### src/rtl/modem_pkg.sv
package modem_pkg;

    typedef enum logic [1:0] {
        ST_LO_START = 2'd0,
        ST_LO_RUN   = 2'd1,
        ST_UP_START = 2'd2,
        ST_UP_RUN   = 2'd3
    } mode_e;

    // Gray position around the circle: 00,01,11,10 -> 0,1,2,3
    function automatic logic [1:0] dibit_to_idx(input logic [1:0] d);
        logic [1:0] r;
        unique case (d)
            2'b00: r = 2'd0;
            2'b01: r = 2'd1;
            2'b11: r = 2'd2;
            default: r = 2'd3;
        endcase
        return r;
    endfunction

    function automatic logic [1:0] idx_to_dibit(input logic [1:0] k);
        logic [1:0] r;
        unique case (k)
            2'd0: r = 2'b00;
            2'd1: r = 2'b01;
            2'd2: r = 2'b11;
            default: r = 2'b10;
        endcase
        return r;
    endfunction

    // quadrant index 0..3 = 45,135,225,315 degrees
    function automatic logic idx_neg_i(input logic [1:0] k);
        return (k == 2'd1) || (k == 2'd2);
    endfunction

    function automatic logic idx_neg_q(input logic [1:0] k);
        return k[1];
    endfunction

endpackage

### src/rtl/mode_ctrl.sv
module mode_ctrl
    import modem_pkg::*;
(
    input  logic  clk,
    input  logic  rst,
    input  logic  ce,
    input  logic  sel,
    output mode_e state,
    output logic  up_run,
    output logic  lo_run
);

    mode_e st_q, st_d;

    always_ff @(posedge clk) begin
        if (rst)     st_q <= ST_LO_START;
        else if (ce) st_q <= st_d;
    end

    always_comb begin
        st_d = st_q;
        unique case (st_q)
            ST_LO_START: st_d = sel ? ST_UP_START : ST_LO_RUN;
            ST_LO_RUN:   st_d = sel ? ST_UP_START : ST_LO_RUN;
            ST_UP_START: st_d = sel ? ST_UP_RUN   : ST_LO_START;
            ST_UP_RUN:   st_d = sel ? ST_UP_RUN   : ST_LO_START;
        endcase
    end

    always_comb begin
        state  = st_q;
        up_run = 1'b0;
        lo_run = 1'b0;
        unique case (st_q)
            ST_UP_RUN:   up_run = 1'b1;
            ST_LO_RUN:   lo_run = 1'b1;
            ST_LO_START,
            ST_UP_START: ;
        endcase
    end

    // leaving the upper run state always passes through the lower start state
    p_switch_down_r7: assert property (@(posedge clk) disable iff (rst)
        (ce && st_q == ST_UP_RUN && !sel) |=> (st_q == ST_LO_START));

    // a start state never lasts beyond one enabled cycle
    p_start_brief_r7: assert property (@(posedge clk) disable iff (rst)
        (ce && st_q == ST_LO_START && !sel) |=> (st_q == ST_LO_RUN));

    // no movement without enable
    p_fsm_hold_r8: assert property (@(posedge clk) disable iff (rst)
        !ce |=> $stable(st_q));

endmodule

### src/rtl/modem_branch.sv
module modem_branch
    import modem_pkg::*;
#(
    parameter int AMP_W        = 12,
    parameter int AMP          = 707,
    parameter bit DIFFERENTIAL = 1'b0
) (
    input  logic                    clk,
    input  logic                    rst,
    input  logic                    hold,
    input  logic                    ce,
    input  logic                    take,
    input  logic [1:0]              dibit,
    output logic signed [AMP_W-1:0] tx_i,
    output logic signed [AMP_W-1:0] tx_q,
    output logic                    tx_v,
    output logic [1:0]              rx_dibit,
    output logic                    rx_v
);

    localparam logic signed [AMP_W-1:0] AMP_P = AMP_W'(AMP);
    localparam logic signed [AMP_W-1:0] AMP_N = -AMP_P;

    logic       clr;
    logic [1:0] tx_idx_q;
    logic [1:0] sym_idx_d;
    logic [1:0] rx_quad;
    logic [1:0] rx_idx;

    assign clr = rst | hold;

    // ---------------- modulator ----------------
    generate
        if (DIFFERENTIAL) begin : g_dmod
            assign sym_idx_d = tx_idx_q + dibit_to_idx(dibit);
        end else begin : g_amod
            assign sym_idx_d = dibit_to_idx(dibit);
        end
    endgenerate

    always_ff @(posedge clk) begin
        if (clr) begin
            tx_idx_q <= 2'd0;   // 45 degree reference
            tx_v     <= 1'b0;
        end else if (ce) begin
            tx_v <= take;
            if (take) tx_idx_q <= sym_idx_d;
        end
    end

    assign tx_i = idx_neg_i(tx_idx_q) ? AMP_N : AMP_P;
    assign tx_q = idx_neg_q(tx_idx_q) ? AMP_N : AMP_P;

    // ---------------- demodulator ----------------
    assign rx_quad = dibit_to_idx({tx_q[AMP_W-1], tx_i[AMP_W-1]});

    generate
        if (DIFFERENTIAL) begin : g_ddem
            logic [1:0] prev_quad_q;
            always_ff @(posedge clk) begin
                if (clr)              prev_quad_q <= 2'd0;
                else if (ce && tx_v)  prev_quad_q <= rx_quad;
            end
            assign rx_idx = rx_quad - prev_quad_q;
        end else begin : g_adem
            assign rx_idx = rx_quad;
        end
    endgenerate

    always_ff @(posedge clk) begin
        if (clr) begin
            rx_v     <= 1'b0;
            rx_dibit <= 2'b00;
        end else if (ce) begin
            rx_v <= tx_v;
            if (tx_v) rx_dibit <= idx_to_dibit(rx_idx);
        end
    end

    // valid samples sit exactly on the scaled constellation
    p_amp_r3: assert property (@(posedge clk) disable iff (rst)
        tx_v |-> ((tx_i == AMP_P || tx_i == AMP_N) && (tx_q == AMP_P || tx_q == AMP_N)));

    // a modulated symbol is demodulated on the next enabled edge
    p_lat_r6: assert property (@(posedge clk) disable iff (clr)
        (ce && tx_v) |=> rx_v);

    // a disabled branch carries nothing
    p_idle_clear_r7: assert property (@(posedge clk) disable iff (rst)
        hold |=> (!tx_v && !rx_v));

    // frozen while enable is low
    p_freeze_r8: assert property (@(posedge clk) disable iff (clr)
        !ce |=> ($stable(tx_idx_q) && $stable(tx_v) && $stable(rx_v) && $stable(rx_dibit)));

    // no input, no symbol
    p_no_input_r9: assert property (@(posedge clk) disable iff (clr)
        (ce && !take) |=> !tx_v);

endmodule

### src/rtl/qpsk_dqpsk_modem.sv
module qpsk_dqpsk_modem
    import modem_pkg::*;
#(
    parameter int AMP_W = 12,
    parameter int AMP   = 707
) (
    input  logic                    clk,
    input  logic                    rst,
    input  logic                    ce,
    input  logic                    sel,
    input  logic                    in_valid,
    input  logic [1:0]              in_dibit,
    output logic signed [AMP_W-1:0] tx_i,
    output logic signed [AMP_W-1:0] tx_q,
    output logic                    tx_valid,
    output logic [1:0]              rx_dibit,
    output logic                    rx_valid
);

    mode_e state;
    logic  up_run, lo_run;

    logic signed [AMP_W-1:0] up_i, up_q, lo_i, lo_q;
    logic       up_tv, lo_tv, up_rv, lo_rv;
    logic [1:0] up_rd, lo_rd;

    mode_ctrl u_ctrl (
        .clk    (clk),
        .rst    (rst),
        .ce     (ce),
        .sel    (sel),
        .state  (state),
        .up_run (up_run),
        .lo_run (lo_run)
    );

    modem_branch #(.AMP_W(AMP_W), .AMP(AMP), .DIFFERENTIAL(1'b0)) u_upper (
        .clk      (clk),
        .rst      (rst),
        .hold     (!up_run),
        .ce       (ce),
        .take     (in_valid && up_run && sel),
        .dibit    (in_dibit),
        .tx_i     (up_i),
        .tx_q     (up_q),
        .tx_v     (up_tv),
        .rx_dibit (up_rd),
        .rx_v     (up_rv)
    );

    modem_branch #(.AMP_W(AMP_W), .AMP(AMP), .DIFFERENTIAL(1'b1)) u_lower (
        .clk      (clk),
        .rst      (rst),
        .hold     (!lo_run),
        .ce       (ce),
        .take     (in_valid && lo_run && !sel),
        .dibit    (in_dibit),
        .tx_i     (lo_i),
        .tx_q     (lo_q),
        .tx_v     (lo_tv),
        .rx_dibit (lo_rd),
        .rx_v     (lo_rv)
    );

    always_comb begin
        tx_i     = '0;
        tx_q     = '0;
        tx_valid = 1'b0;
        rx_dibit = 2'b00;
        rx_valid = 1'b0;
        unique case (state)
            ST_UP_RUN: begin
                tx_valid = up_tv;
                tx_i     = up_tv ? up_i : '0;
                tx_q     = up_tv ? up_q : '0;
                rx_valid = up_rv;
                rx_dibit = up_rd;
            end
            ST_LO_RUN: begin
                tx_valid = lo_tv;
                tx_i     = lo_tv ? lo_i : '0;
                tx_q     = lo_tv ? lo_q : '0;
                rx_valid = lo_rv;
                rx_dibit = lo_rd;
            end
            ST_LO_START,
            ST_UP_START: ;
        endcase
    end

    // at most one branch is ever live
    p_one_branch_r2: assert property (@(posedge clk) disable iff (rst)
        $onehot0({up_run, lo_run}));

    // a fresh branch produces nothing on its first run cycle
    p_fresh_quiet_r7: assert property (@(posedge clk) disable iff (rst)
        (ce && (state == ST_UP_START || state == ST_LO_START)) |=> !rx_valid);

endmodule

### config.mk
export PLATFORM = sky130hd
export DESIGN_NAME = qpsk_dqpsk_modem
export DESIGN_NICKNAME = d
export VERILOG_FILES = /design/src/rtl/modem_pkg.sv /design/src/rtl/mode_ctrl.sv /design/src/rtl/modem_branch.sv /design/src/rtl/qpsk_dqpsk_modem.sv
export SDC_FILE = /design/constraint.sdc
export NUM_CORES = 1
export LEC_CHECK = 0
export BUFFER_PORTS_ARGS = -buffer_cell sky130_fd_sc_hd__buf_4
export CAP_MARGIN = 40
export CORE_ASPECT_RATIO = 1.1
export CORE_MARGIN = 10
export CORE_UTILIZATION = 28
export CTS_CLUSTER_SIZE = 28
export DETAILED_ROUTE_END_ITERATION = 8
export GPL_TIMING_DRIVEN = 0
export PLACE_DENSITY = 0.48
export SLEW_MARGIN = 5
export SYNTH_ARGS = -nofsm -noshare
export SYNTH_HDL_FRONTEND = slang
export SYNTH_SLANG_ARGS = --single-unit
### constraint.sdc
create_clock -name clk -period 2.3 [get_ports clk]
set_clock_uncertainty 0.15 [all_clocks]
set_input_delay 0.345 -clock clk [delete_from_list [all_inputs] [get_ports clk]]
set_output_delay 0.345 -clock clk [all_outputs]
set_load 0.1 [all_outputs]
# Word level (Yosys, flattened, before mapping)

Index checks and enable logic that the tools add are counted.

Register bits: 16
Bits of input ports: 7
Output and inout port bits: 28
Logic and storage cells: 76

Add/subtract/negate cells: 2
Equality and inequality tests: 17
Mux-type cells: 23
Bitwise operators: 2
Reductions and logical operators: 22

Operator list:

| operator           | number |
|---|---|
| $mux 12            | 8 |
| $pmux 12 s2        | 2 |
| $pmux 2 s3         | 5 |
| $eq 2x2->1 const B | 9 |
| $eq 2x1->1 const B | 8 |
| $logic_not 2->1    | 6 |
| $pmux 2 s2         | 2 |
| $reduce_and 2->1   | 4 |
| $logic_and 1x1->1  | 5 |
| $mux 2             | 2 |
| $pmux 1 s2         | 2 |
| $reduce_or 2->1    | 2 |
| $logic_not 1->1    | 3 |
| $add 2x2->2        | 1 |
| $logic_or 1x1->1   | 2 |
| $mux 1             | 2 |
| $or 1x1->1         | 2 |
| $sub 2x2->2        | 1 |

# Longest topological paths before layout

Word-level depth: 8
Mapped depth: 9
Mapped depth without buffers: 9

# By module

A second synthesis with hierarchy kept.

Cells, all modules: 235
Area, all modules: 1841.8 µm²

Modules (own cells, without submodules):

| module                 | times used | cells each | area each (µm²) | seq. area each (µm²) |
|---|---|---|---|---|
| qpsk_dqpsk_modem       | 1          | 96         | 665.6           | 0.0 |
| modem_branch (u_lower) | 1          | 76         | 625.6           | 160.2 |
| modem_branch (u_upper) | 1          | 53         | 452.9           | 120.1 |
| mode_ctrl              | 1          | 10         | 97.6            | 40.0 |

# Least setup slack after synthesis

Ideal clock, no wire load.

Path type: reg2out
Start: register u_lower.tx_v
End: output tx_q[6]
Arrival time: 2.828 ns
Data required time: 1.805 ns
Slack: -1.023 ns
Stages on the path, launching flop included: 4
Path buffers: 1
Cells stage by stage: dfxtp_1 -> or3b_1 -> a21boi_1 -> buf_4

Cells in the longest elaborated chain, start to end: 2

Ends and longest elaborated chain:

| item                     | RTL line               | source |
|---|---|---|
| start: declaration       | modem_branch.sv:16     | `output logic tx_v,` |
| start signal: assignment | modem_branch.sv:46     | `tx_v <= take;` |
| $mux 12                  | qpsk_dqpsk_modem.sv:82 | `tx_q = lo_tv ? lo_q : '0;` |
| $pmux 12 s2              | qpsk_dqpsk_modem.sv:71 | `unique case (state)` |
| end: declaration         | qpsk_dqpsk_modem.sv:14 | `output logic signed [AMP_W-1:0] tx_q,` |

No other way between the ends.

# Worst setup path after layout

Start: register u_upper.tx_idx_q[0]
End: output tx_i[3]

Cells in the longest elaborated chain, start to end: 5
Elaborated cells on any way between the ends: 6
Classes of those cells: eq/ne (2); mux (3); reduce/logical (1)

Ends and longest elaborated chain:

| item                                     | RTL line               | source |
|---|---|---|
| start: declaration                       | modem_branch.sv:25     | `logic [1:0] tx_idx_q;` |
| start signal: assignment                 | modem_branch.sv:47     | `if (take) tx_idx_q <= sym_idx_d;` |
| $eq 2x1->1 or $eq 2x2->1 (tied branches) | modem_pkg.sv:35        | `return (k == 2'd1) \|\| (k == 2'd2);` |
| $logic_or 1x1->1 (*)                     | modem_pkg.sv:35        |  |
| $mux 12 (*)                              | modem_branch.sv:51     | `assign tx_i = idx_neg_i(tx_idx_q) ? AMP_N : AMP_P;` |
| $mux 12 (*)                              | qpsk_dqpsk_modem.sv:74 | `tx_i = up_tv ? up_i : '0;` |
| $pmux 12 s2 (*)                          | qpsk_dqpsk_modem.sv:71 |  |
| end: declaration                         | qpsk_dqpsk_modem.sv:13 | `output logic signed [AMP_W-1:0] tx_i,` |

Every way passes the cells marked *; elsewhere a longest branch is shown, timed or not.

==> flow_metrics.env <==
export IMPL_synth_yosys_seq_area_share=0.2854
export IMPL_grt_total_usage=0.08182
export IMPL_diodes=0
export IMPL_reg2regPathDepth=9
export IMPL_min_period_ns=2.194
export IMPL_vdd_drop_max_uv=243.3
export IMPL_drive_gt1_frac=0.4821
export IMPL_synth_warnings=0
export IMPL_power_leakage_nw=0.7455
export IMPL_crit_type="flip-flop to output port"
export IMPL_multi_input_area_um2=645.6
export IMPL_dp_worst_setup_slack_ns=0.01186
export IMPL_hold_violations=0
export IMPL_worstPathRequired_ns=1.80
export IMPL_whs_path_depth=2
export IMPL_synthesis_nets=148
export IMPL_tightest_slew_ns=0.2901
export IMPL_ios=35
export IMPL_cts_buffers=3
export IMPL_synth_cell_area_mm2=0.001122
export IMPL_rsz0062_at_grt="no"
export IMPL_h_tree_depth=1
export IMPL_gr_total_overflow=0
export IMPL_slew_viol_final=0
export IMPL_slowest_stage="dfxtp_1"
export IMPL_period_share=0.9538
export IMPL_finalSetupViolations=0
export IMPL_outcome="finished clean"
export IMPL_start_util=0.2875
export IMPL_final_core_util=0.4103
export IMPL_regArea_um2=325.3
export IMPL_wl_um=2837
export IMPL_crit_buf_inv=3
export IMPL_dpl_hpwl_um=2312
export IMPL_cp_start_kind="flip-flop"
export IMPL_fin_ws_ns=0.1064
export IMPL_critPathMaxFanout=7
export IMPL_yosysUniqueCellTypes=32
export IMPL_stdcell_area_mm2=0.001602
export IMPL_avgSynthCellArea_um2=8.567
export IMPL_drt_iter0_drc=29
export IMPL_ctsRootBufferMaster="clkbuf_8"
export IMPL_max_freq_mhz=455.9
export IMPL_cts_hold_buf=0
export IMPL_grt_pass1_wl_um=4685
export IMPL_vias_per_cell=4.423
export IMPL_max_stage_delay_ns=0.36
export IMPL_die_h_um=86.40
export IMPL_antenna_found_initial=0
export IMPL_path_depth=6
export IMPL_place_area_mm2=0.001476
export IMPL_areaGrowthSynthToFinish_pct=42.70
export IMPL_drt_pass1_iterations=4
export IMPL_core_area_mm2=0.003904
export IMPL_routedWlPerCell_um=12.90
export IMPL_max_slew_margin=0.8040
export IMPL_worst_setup_path_end_kind="output port"
export IMPL_numPortBuffers=34
export IMPL_hold_class="primary input to flip-flop"
export IMPL_drtAntennaViolNets=0
export IMPL_synth_seq_cells=16
export IMPL_hold_slack_ns=0.1388
export IMPL_clock_latency_ns=0.25
export IMPL_timing_critical_path_cells="inv_1 -> ha_1 -> o22ai_1 -> and2_4 -> buf_4 -> buf_6"
export IMPL_syn_inst=131
export IMPL_tns_ns=0
export IMPL_clock_sinks=16
export IMPL_die_area_mm2=0.006944
export IMPL_nNetsFinal=186
export IMPL_cts_tree="done"
export IMPL_die_w_um=80.37
export IMPL_gp_congestion=0.7394
export IMPL_drc=0
export IMPL_fill_cells=432
export IMPL_grt_pass1_vias=977
export IMPL_arrival_ns=1.70
export IMPL_dr_total_vias=973
export IMPL_path_delay_family="buffers and inverters"
export IMPL_row_count=24
export IMPL_cts_buffer_depth=2
export IMPL_grt_max_degree=11
export IMPL_power_density_mw_per_mm2=372.5
export IMPL_maxCapViolCount=0
export IMPL_path_clk_slew_ns=0.07
power breakdown:
part	switching [mW]	total (mW)	internal (mW)
Sequential	0.00394	0.284	0.280
Combinational	0.0343	0.0628	0.0285
Clock	0.0978	0.250	0.152
Total	0.136	0.597	0.460
final timing paths:
path                                     startpoint  slack [ns]                  end
worst max register to register  u_lower.tx_idx_q[0]        0.23  u_lower.rx_dibit[0]
worst min register to register         u_lower.rx_v        0.31         u_lower.rx_v
worst min-delay path                            rst        0.14      u_ctrl.state[1]
worst max-delay path            u_upper.tx_idx_q[0]        0.11              tx_i[3]
cell type report:
class	instances	share of cell area
Timing Repair Buffer	34	0.1898
Tap cell	52	0.04062
Multi-Input combinational cell	83	0.4031
Sequential cell	16	0.2031
Inverter	7	0.01641
Buffer	24	0.1125
Clock buffer	4	0.03437
cell usage in the layout (no fill, tap or decap), types with 3 or more instances in the layout:
| master | synthesis | final |
|---|---|---|
| a21oi_1 | 9 | 9 |
| buf_4 | 21 | 44 |
| buf_6 | 0 | 7 |
| buf_8 | 0 | 4 |
| clkbuf_8 | 0 | 4 |
| dfxtp_1 | 16 | 12 |
| dfxtp_2 | 0 | 4 |
| ha_1 | 10 | 9 |
| inv_1 | 6 | 6 |
| mux2i_1 | 6 | 6 |
| nand2_1 | 8 | 8 |
| nand3_1 | 3 | 3 |
| nor2_1 | 8 | 8 |
| nor2b_2 | 0 | 3 |
| nor3_1 | 5 | 4 |
| nor3_2 | 2 | 3 |
| xnor2_1 | 3 | 3 |
Yosys cell counts, drive strengths merged:
library cell | number | area [µm²]
o22ai | 1 | 6.260
nand3b | 3 | 35.03
xor2 | 1 | 8.760
nor3 | 7 | 45.04
inv | 7 | 26.27
xnor2 | 3 | 26.28
nor2 | 8 | 30.03
nand3 | 3 | 15.01
dfxtp | 16 | 320.3
nand2 | 8 | 30.03
ha | 10 | 125.1
o311ai | 1 | 8.760
mux2i | 6 | 60.06
o41ai | 1 | 8.760
nor3b | 1 | 12.51
and3 | 1 | 6.260
a21oi | 9 | 45.04
o21ai | 2 | 10.01
nand2b | 2 | 12.51
a211oi | 2 | 15.01
o21a | 2 | 15.01
buf | 23 | 167.7
a21boi | 2 | 15.01
clkbuf | 2 | 7.510
and2 | 4 | 25.02
nor2b | 3 | 18.77
a311oi | 1 | 8.760
or3b | 2 | 17.52
metrics by stage:
step / cells / power [mW]
floorplan: 131 / 0.3304
global placement: 217 / 0.3510
detailed placement: 217 / 0.3525
CTS: 221 / 0.6026
global route: 220 / 0.6264
finish: 220 / 0.5965
registers in the layout, indices dropped and copies added, names as in the netlist:
signal,cells
u_upper.tx_idx_q,2
u_lower.rx_v,1
u_ctrl.state,2
u_lower.g_ddem.prev_quad_q,2
u_lower.tx_idx_q,2
u_upper.rx_dibit,2
u_lower.tx_v,1
u_upper.tx_v,1
u_upper.rx_v,1
u_lower.rx_dibit,2
kinds of logic after synthesis:
group / Yosys count / synth area share
buf+inv: 32 / 0.1795
flops: 16 / 0.2854
xor+xnor: 4 / 0.03122
fa+ha+maj: 10 / 0.1115
mux: 6 / 0.05351
compound gates: 21 / 0.1182
simple gates: 42 / 0.2207
layer usage:
metal | global-route usage | vias up | wire length [µm]
met4 | 0.03365 | 0 | 31
met2 | 0.1283 | 34 | 1217
li1 | - | 497 | -
met3 | 0.03623 | 4 | 305
met5 | 0 | - | 0
met1 | 0.09410 | 438 | 1282
repair_timing:
item / 4_1_cts / 5_1_grt
setup buffers: 0 / 0
endpoints found under the setup margin: 11 / 22
pin swaps: 0 / 0
gates resized for setup: 8 / 14
Power figures use the tool's default switching activity.
